<file path="src/rtl/crypto_msr_pkg.sv">
package crypto_msr_pkg;
  localparam int unsigned MSR_W      = 64;
  localparam int unsigned AES_KEY_W  = 128;
  localparam int unsigned AES_BLK_W  = 128;
  localparam int unsigned DES_KEY_W  = 56;
  localparam int unsigned DES_BLK_W  = 64;
  localparam int unsigned NUM_ENG    = 2;
  localparam int unsigned AES_CHUNKS = AES_BLK_W / MSR_W;
  localparam int unsigned CHUNK_W    = (AES_CHUNKS > 1) ? $clog2(AES_CHUNKS) : 1;
  localparam int unsigned RES_W      = (AES_BLK_W > DES_BLK_W) ? AES_BLK_W : DES_BLK_W;

  localparam int unsigned ST_AES_BUSY = 0;
  localparam int unsigned ST_DES_BUSY = 1;
  localparam int unsigned ST_VALID    = 2;
  localparam int unsigned ST_ERR      = 3;
  localparam int unsigned ST_RES_ENG  = 4;

  typedef enum logic {ENG_AES = 1'b0, ENG_DES = 1'b1} eng_e;

  // field order is software-visible: eng bit0, decrypt bit1, key_sel bit2, chunk bit3+
  typedef struct packed {
    logic [CHUNK_W-1:0] chunk;
    logic               key_sel;
    logic               decrypt;
    eng_e               eng;
  } ctrl_t;

  localparam int unsigned CTRL_W = $bits(ctrl_t);

  typedef enum logic [2:0] {
    SEL_NONE, SEL_CTRL, SEL_DATA, SEL_RESULT, SEL_STATUS
  } msr_sel_e;
endpackage

</file>
<file path="src/rtl/crypto_msr_decode.sv">
module crypto_msr_decode
  import crypto_msr_pkg::*;
#(
  parameter int unsigned ADDR_W = 12,
  parameter logic [ADDR_W-1:0] BASE_ADDR = 12'h0C0
) (
  input  logic [ADDR_W-1:0] addr_i,
  output msr_sel_e          sel_o
);
  logic [ADDR_W-1:0] off;
  assign off = addr_i - BASE_ADDR;

  always_comb begin
    case (off)
      ADDR_W'(0): sel_o = SEL_CTRL;
      ADDR_W'(1): sel_o = SEL_DATA;
      ADDR_W'(2): sel_o = SEL_RESULT;
      ADDR_W'(3): sel_o = SEL_STATUS;
      default:    sel_o = SEL_NONE;
    endcase
  end
endmodule

</file>
<file path="src/rtl/crypto_msr_stage.sv">
module crypto_msr_stage
  import crypto_msr_pkg::*;
(
  input  logic                 clk_i,
  input  logic                 rst_ni,
  input  logic                 we_i,
  input  ctrl_t                ctrl_i,
  input  logic [MSR_W-1:0]     wdata_i,
  output logic [AES_KEY_W-1:0] aes_key_o,
  output logic [AES_BLK_W-1:0] aes_data_o,
  output logic                 aes_dec_o,
  output logic [DES_KEY_W-1:0] des_key_o,
  output logic [DES_BLK_W-1:0] des_data_o,
  output logic                 des_dec_o,
  output logic [NUM_ENG-1:0]   launch_o
);
  localparam logic [CHUNK_W-1:0] LAST = CHUNK_W'(AES_CHUNKS - 1);

  logic is_aes;
  assign is_aes = (ctrl_i.eng == ENG_AES);

  assign launch_o[0] = we_i && is_aes && !ctrl_i.key_sel && (ctrl_i.chunk == LAST);
  assign launch_o[1] = we_i && !is_aes && !ctrl_i.key_sel;

  always_ff @(posedge clk_i or negedge rst_ni) begin
    if (!rst_ni) begin
      aes_key_o  <= '0;
      aes_data_o <= '0;
      aes_dec_o  <= 1'b0;
      des_key_o  <= '0;
      des_data_o <= '0;
      des_dec_o  <= 1'b0;
    end else if (we_i) begin
      if (is_aes) begin
        for (int c = 0; c < AES_CHUNKS; c++) begin
          if (ctrl_i.chunk == CHUNK_W'(c)) begin
            if (ctrl_i.key_sel) aes_key_o[c*MSR_W +: MSR_W]  <= wdata_i;
            else                aes_data_o[c*MSR_W +: MSR_W] <= wdata_i;
          end
        end
        if (launch_o[0]) aes_dec_o <= ctrl_i.decrypt;
      end else if (ctrl_i.key_sel) begin
        des_key_o <= wdata_i[DES_KEY_W-1:0];
      end else begin
        des_data_o <= wdata_i[DES_BLK_W-1:0];
        des_dec_o  <= ctrl_i.decrypt;
      end
    end
  end
endmodule

</file>
<file path="src/rtl/crypto_msr_launch.sv">
module crypto_msr_launch (
  input  logic clk_i,
  input  logic rst_ni,
  input  logic launch_i,
  input  logic done_i,
  output logic start_o,
  output logic busy_o
);
  always_ff @(posedge clk_i or negedge rst_ni) begin
    if (!rst_ni) begin
      start_o <= 1'b0;
      busy_o  <= 1'b0;
    end else begin
      start_o <= launch_i;
      if (launch_i)    busy_o <= 1'b1;
      else if (done_i) busy_o <= 1'b0;
    end
  end
endmodule

</file>
<file path="src/rtl/crypto_msr_result.sv">
module crypto_msr_result
  import crypto_msr_pkg::*;
(
  input  logic                 clk_i,
  input  logic                 rst_ni,
  input  logic                 aes_done_i,
  input  logic [AES_BLK_W-1:0] aes_result_i,
  input  logic                 des_done_i,
  input  logic [DES_BLK_W-1:0] des_result_i,
  input  logic                 launch_i,
  input  logic                 rd_i,
  output logic                 valid_o,
  output eng_e                 eng_o,
  output logic [MSR_W-1:0]     chunk_o
);
  logic [RES_W-1:0]   res_q;
  logic [CHUNK_W-1:0] ptr_q;
  logic [CHUNK_W-1:0] last;

  assign last    = (eng_o == ENG_AES) ? CHUNK_W'(AES_CHUNKS - 1) : '0;
  assign chunk_o = valid_o ? res_q[ptr_q*MSR_W +: MSR_W] : '0;

  always_ff @(posedge clk_i or negedge rst_ni) begin
    if (!rst_ni) begin
      res_q   <= '0;
      ptr_q   <= '0;
      valid_o <= 1'b0;
      eng_o   <= ENG_AES;
    end else if (aes_done_i) begin
      res_q   <= RES_W'(aes_result_i);
      ptr_q   <= '0;
      valid_o <= 1'b1;
      eng_o   <= ENG_AES;
    end else if (des_done_i) begin
      res_q   <= RES_W'(des_result_i);
      ptr_q   <= '0;
      valid_o <= 1'b1;
      eng_o   <= ENG_DES;
    end else if (launch_i) begin
      valid_o <= 1'b0;
      ptr_q   <= '0;
    end else if (rd_i && valid_o) begin
      if (ptr_q == last) begin
        valid_o <= 1'b0;
        ptr_q   <= '0;
      end else begin
        ptr_q <= ptr_q + 1'b1;
      end
    end
  end
endmodule

</file>
<file path="src/rtl/crypto_msr_front.sv">
module crypto_msr_front
  import crypto_msr_pkg::*;
#(
  parameter int unsigned ADDR_W = 12,
  parameter logic [ADDR_W-1:0] BASE_ADDR = 12'h0C0
) (
  input  logic                 clk_i,
  input  logic                 rst_ni,
  input  logic                 msr_wr_i,
  input  logic                 msr_rd_i,
  input  logic [ADDR_W-1:0]    msr_addr_i,
  input  logic [MSR_W-1:0]     msr_wdata_i,
  output logic [MSR_W-1:0]     msr_rdata_o,
  output logic                 aes_start_o,
  output logic                 aes_decrypt_o,
  output logic [AES_KEY_W-1:0] aes_key_o,
  output logic [AES_BLK_W-1:0] aes_data_o,
  input  logic                 aes_done_i,
  input  logic [AES_BLK_W-1:0] aes_result_i,
  output logic                 des_start_o,
  output logic                 des_decrypt_o,
  output logic [DES_KEY_W-1:0] des_key_o,
  output logic [DES_BLK_W-1:0] des_data_o,
  input  logic                 des_done_i,
  input  logic [DES_BLK_W-1:0] des_result_i
);
  msr_sel_e           sel;
  ctrl_t              ctrl_q;
  logic [NUM_ENG-1:0] busy, launch, done, start;
  logic               data_wr, tgt_busy, stage_we, reject, err_q;
  logic               res_valid;
  eng_e               res_eng;
  logic [MSR_W-1:0]   res_chunk, status;

  crypto_msr_decode #(.ADDR_W(ADDR_W), .BASE_ADDR(BASE_ADDR)) u_dec (
    .addr_i(msr_addr_i), .sel_o(sel)
  );

  always_ff @(posedge clk_i or negedge rst_ni) begin
    if (!rst_ni) ctrl_q <= '0;
    else if (msr_wr_i && sel == SEL_CTRL) ctrl_q <= ctrl_t'(msr_wdata_i[CTRL_W-1:0]);
  end

  assign data_wr  = msr_wr_i && (sel == SEL_DATA);
  assign tgt_busy = (ctrl_q.eng == ENG_DES) ? busy[1] : busy[0];
  assign stage_we = data_wr && !tgt_busy;
  assign reject   = data_wr && tgt_busy;

  crypto_msr_stage u_stage (
    .clk_i, .rst_ni,
    .we_i(stage_we), .ctrl_i(ctrl_q), .wdata_i(msr_wdata_i),
    .aes_key_o, .aes_data_o, .aes_dec_o(aes_decrypt_o),
    .des_key_o, .des_data_o, .des_dec_o(des_decrypt_o),
    .launch_o(launch)
  );

  assign done = {des_done_i, aes_done_i};

  for (genvar g = 0; g < NUM_ENG; g++) begin : g_eng
    crypto_msr_launch u_launch (
      .clk_i, .rst_ni,
      .launch_i(launch[g]), .done_i(done[g]),
      .start_o(start[g]), .busy_o(busy[g])
    );
  end

  assign aes_start_o = start[0];
  assign des_start_o = start[1];

  always_ff @(posedge clk_i or negedge rst_ni) begin
    if (!rst_ni) err_q <= 1'b0;
    else if (reject) err_q <= 1'b1;
    else if (msr_wr_i && sel == SEL_STATUS && msr_wdata_i[ST_ERR]) err_q <= 1'b0;
  end

  crypto_msr_result u_res (
    .clk_i, .rst_ni,
    .aes_done_i, .aes_result_i, .des_done_i, .des_result_i,
    .launch_i(|launch), .rd_i(msr_rd_i && sel == SEL_RESULT),
    .valid_o(res_valid), .eng_o(res_eng), .chunk_o(res_chunk)
  );

  always_comb begin
    status              = '0;
    status[ST_AES_BUSY] = busy[0];
    status[ST_DES_BUSY] = busy[1];
    status[ST_VALID]    = res_valid;
    status[ST_ERR]      = err_q;
    status[ST_RES_ENG]  = (res_eng == ENG_DES);
  end

  always_ff @(posedge clk_i or negedge rst_ni) begin
    if (!rst_ni) msr_rdata_o <= '0;
    else if (!msr_rd_i) msr_rdata_o <= '0;
    else begin
      case (sel)
        SEL_CTRL:   msr_rdata_o <= {{(MSR_W-CTRL_W){1'b0}}, ctrl_q};
        SEL_RESULT: msr_rdata_o <= res_chunk;
        SEL_STATUS: msr_rdata_o <= status;
        default:    msr_rdata_o <= '0;
      endcase
    end
  end
endmodule

</file>
<file path="config.mk">
export PLATFORM = sky130hd
export DESIGN_NAME = crypto_msr_front
export DESIGN_NICKNAME = d
export VERILOG_FILES = /design/src/rtl/crypto_msr_pkg.sv /design/src/rtl/crypto_msr_decode.sv /design/src/rtl/crypto_msr_stage.sv /design/src/rtl/crypto_msr_launch.sv /design/src/rtl/crypto_msr_result.sv /design/src/rtl/crypto_msr_front.sv
export SDC_FILE = /design/constraint.sdc
export NUM_CORES = 1
export LEC_CHECK = 0
export ABC_AREA = 1
export ABC_CLOCK_PERIOD_IN_PS = 2900
export BUFFER_PORTS_ARGS = -buffer_cell sky130_fd_sc_hd__buf_2
export CELL_PAD_IN_SITES_DETAIL_PLACEMENT = 1
export CELL_PAD_IN_SITES_GLOBAL_PLACEMENT = 2
export CORE_AREA = 2 2 280 282
export CTS_CLUSTER_SIZE = 16
export DETAILED_ROUTE_END_ITERATION = 16
export DIE_AREA = 0 0 282 284
export GPL_TIMING_DRIVEN = 0
export PLACE_DENSITY = 0.82
export SLEW_MARGIN = 20
export SYNTH_ARGS = -nofsm -noshare
export SYNTH_HDL_FRONTEND = slang
export SYNTH_SLANG_ARGS = --single-unit
</file>
<file path="constraint.sdc">
create_clock -name clk_i -period 2.9 [get_ports clk_i]
set_input_delay 0.145 -clock clk_i [delete_from_list [all_inputs] [get_ports clk_i]]
set_output_delay 0.145 -clock clk_i [all_outputs]
set_load 0.005 [all_outputs]
</file>
==> summary.txt <==
Run status
  – Outcome: finished, final reports clean

Critical path
  – CP cell instances: clkbuf_1, clkbuf_1, inv_1, ha_1, nand4_1, nand2_1, nand3b_1, nand2_1
  – CP arrival: 2750 ps
  – Data required, critical path: 3370 ps
  – Critical path class: reg -> reg
  – Max incr delay on CP: 530 ps
  – Top Family by Delay on Critical Path: buffers and inverters
  – CP max FO: 10
  – CP Launch Type: flop
  – Worst path slowest cell: clkbuf_1
  – WP buf/inv: 3
  – CP endpoint kind: flop

Synth
  – Post-synth EDFFs: 0
  – FFs w/ async S/R, synth: 100%
  – Area leader, netlist: dfrtp_1
  – Syn Area/Cell: 9.94 µm²
  – Top-count cell post-synth: dfrtp_1
  – Top cells by area, synth: dfrtp_1 65%, nand2_1 9.2%, o21ai_1 5.5%, nand3_1 3.3%, inv_1 2.7%
  – Post-synth cell types: 30
  – Share of the synthesized area in the top cell type: 64.8%
  – Seq/Total Area, Yosys: 64.8%
  – Syn nets: 2537
  – Netlist Area Pre-Place: 22500 µm²
  – Cells after Synth: 2262
  – Yosys Warn Count: 0
  – Main synth FF type: dfrtp_1
  – Top cells by count, synth: 582 x dfrtp_1, 550 x nand2_1, 249 x o21ai_1
  – FF+latch count, synth: 582

Layout
  – Nets: 3592
  – Share of cells above drive strength 1: 27.2%
  – Synthesis-to-layout area growth: 44.3%
  – Layout Utilization: 42.2%
  – Post-route insts no fill: 4404
  – Post-route cell area: 32500 µm²

Floorplanning
  – # rows: 102
  – Core area: 77000 µm²
  – Die Span X: 282 µm
  – Die height: 284 µm
  – Die area: 80100 µm²
  – Starting Density: 29.2%
  – Ports: 718

STA
  – RSZ-0062 raised after global routing: no
  – Clock Skew: 32.2 ps
  – Final min period: 2280 ps
  – Final setup viols: 0
  – Slew margin rel.: 45.5%
  – Period utilisation layout: 78.7%
  – Slew Viols, Final: 0
  – Setup TNS: 0 ps
  – Fmax: 438 MHz
  – Hold Vio Cnt, Final: 0
  – Worst-Margin Slew: 818 ps

Pwr
  – P_leak: 17.3 nW
  – Total chip power: 18.4 mW
  – VDD IR max: 0.000384 V
  – NetSw: 4.44 mW
  – Power per standard cell area: 567 nW/µm²
  – Internal: 14.0 mW
  – Comb pwr share: 7.4%
  – Reg power frac: 45.4%
  – Clock power frac: 47.2%
  – Switch share: 24.1%

Clocking
  – Number of H-tree levels: 3
  – Clock Sinks: 582
  – CTS clk-pin slew, worst paths: 60 ps
  – Clock root buffer: clkbuf_16
  – Cts bufs inserted: 68
  – Hold Buf Count CTS: 260
  – CTS Buffer Depth: 3
  – Setup Buffers After CTS: 0
  – CTS tree: done
  – CTS resizes: 0
  – Worst skew pair latency: 620 ps

GRT
  – Gr usage total: 24.3%
  – Global-route wire length before repair: 147000 µm
  – Vias in the first global route: 22700
  – Largest net degree at the start of global routing: 94
  – Initial antenna violation count: 5
  – Gr ovfl total: 0

Run
  – Max cap viols: 0

Placement
  – Area post-placement: 27600 µm²
  – PortBufs: 717
  – DP Cell Count: 4027
  – Final Wtd Congestion: 0.834
  – Post-DP HPWL: 72200 µm

Drt
  – Vias after detailed routing: 20900
  – Drc violations: 0
  – First-pass DRT Iterations: 5
  – Vias per cell: 4.75
  – Final wirelength: 99200 µm
  – WL/cell: 22.5 µm
  – Antenna Nets Post-Route: 0
  – Drt initial violations: 1085

Min path
  – Path category of the worst min-delay check: in -> reg
logic make-up (layout without fill, tap and decap cells):
kind of cell / after synthesis / count (layout) / share of synthesized area [%]
and+or+nand+nor: 854 / 854 / 15.5
buffers and inverters: 310 / 1411 / 6.50
other: 0 / 1 / 0
AOI/OAI and AO/OA: 515 / 515 / 13.2
DFF: 582 / 582 / 64.8
adders and majority gates: 1 / 1 / 0.0556
sequential cells by signal, summed over array words and instances, names as in the netlist:
register and count:
g_eng.u_launch.start_o 2, u_stage.aes_dec_o 1, u_stage.aes_key_o 128, u_res.valid_o 1, ctrl_q 4, u_stage.des_data_o 64
u_stage.des_key_o 56, u_res.ptr_q 1, u_stage.aes_data_o 128, u_res.res_q 128, msr_rdata_o 64, u_stage.des_dec_o 1
g_eng.u_launch.busy_o 2, err_q 1, u_res.eng_o 1
worst paths after layout:
check	from	to	slack, ps	cells past startpoint
max	u_res.ptr_q$_DFFE_PN0P_	u_res.valid_o$_DFFE_PN0P_	620	8
min	msr_addr_i[0]	msr_rdata_o[4]$_DFF_PN0_	100	6
max reg2reg	u_res.ptr_q$_DFFE_PN0P_	u_res.valid_o$_DFFE_PN0P_	620	8
min reg2reg	u_stage.aes_key_o[37]$_DFFE_PN0P_	u_stage.aes_key_o[37]$_DFFE_PN0P_	460	2
max in group asynchronous	rst_ni	u_stage.aes_key_o[108]$_DFFE_PN0P_	950	6
min in group asynchronous	rst_ni	msr_rdata_o[43]$_DFF_PN0_	140	3
per-stage QoR:
stage | hold slack, ps | worst slack (ps)
5_1_grt | 120 | 399
6_report | 97.5 | 617
2_1_floorplan | -151 | 1280
3_3_place_gp | 355 | -11070
3_5_place_dp | -25.6 | 608
4_1_cts | 66.2 | 583
layout by cell type, fill, tap and decap left out, types with 12 or more instances in the layout:
cell type / n
nand3_1: 147
dlygate4sd3_1: 260
a22o_1: 61
inv_1: 159
o211ai_1: 61
nand2_1: 550
buf_2: 745
o21ai_1: 249
clkinv_2: 12
a21oi_1: 60
clkbuf_16: 69
clkbuf_1: 78
o21ai_0: 82
nor2_1: 140
clkbuf_8: 12
buf_6: 30
dfrtp_1: 582
final cells by class:
| type | count | area (µm²) |
|---|---|---|
| timing repair buffer | 985 | 6410 |
| buffer | 149 | 857 |
| clock inverter | 25 | 315 |
| clock buffer | 91 | 1930 |
| inverter | 161 | 604 |
| sequential | 582 | 14600 |
| tap | 1040 | 1300 |
| multi-input combinational | 1370 | 6470 |
| fill | 8938 | 44500 |
| antenna | 1 | 2.50 |
worst register-to-register path: stages (launching register included):
cell and delay [ps]:
dfrtp_1 380, clkbuf_1 530, clkbuf_1 530, inv_1 100, ha_1 300, nand4_1 90, nand2_1 70, nand3b_1 100
nand2_1 60
power by group through the flow:
stage          registers, mW  clock network [mW]  logic [mW]
3_5_place_dp            8.49                   0        1.02
2_1_floorplan           8.47                   0       0.394
4_1_cts                 8.34                8.88        1.36
5_1_grt                 8.36                9.17        1.50
6_report                8.35                8.68        1.37
3_3_place_gp            8.49                   0       0.969
per-layer routing:
layer / vias to the layer above / part of all wire, % / global-route usage, %
met2: 699 / 50 / 42.8
met3: 164 / 7.8 / 7.01
met5: - / 0.048 / 0
met4: 8 / 3.1 / 7.78
li1: 9523 / - / -
met1: 10500 / 39 / 28.3
(Power assumes the default switching activity.)
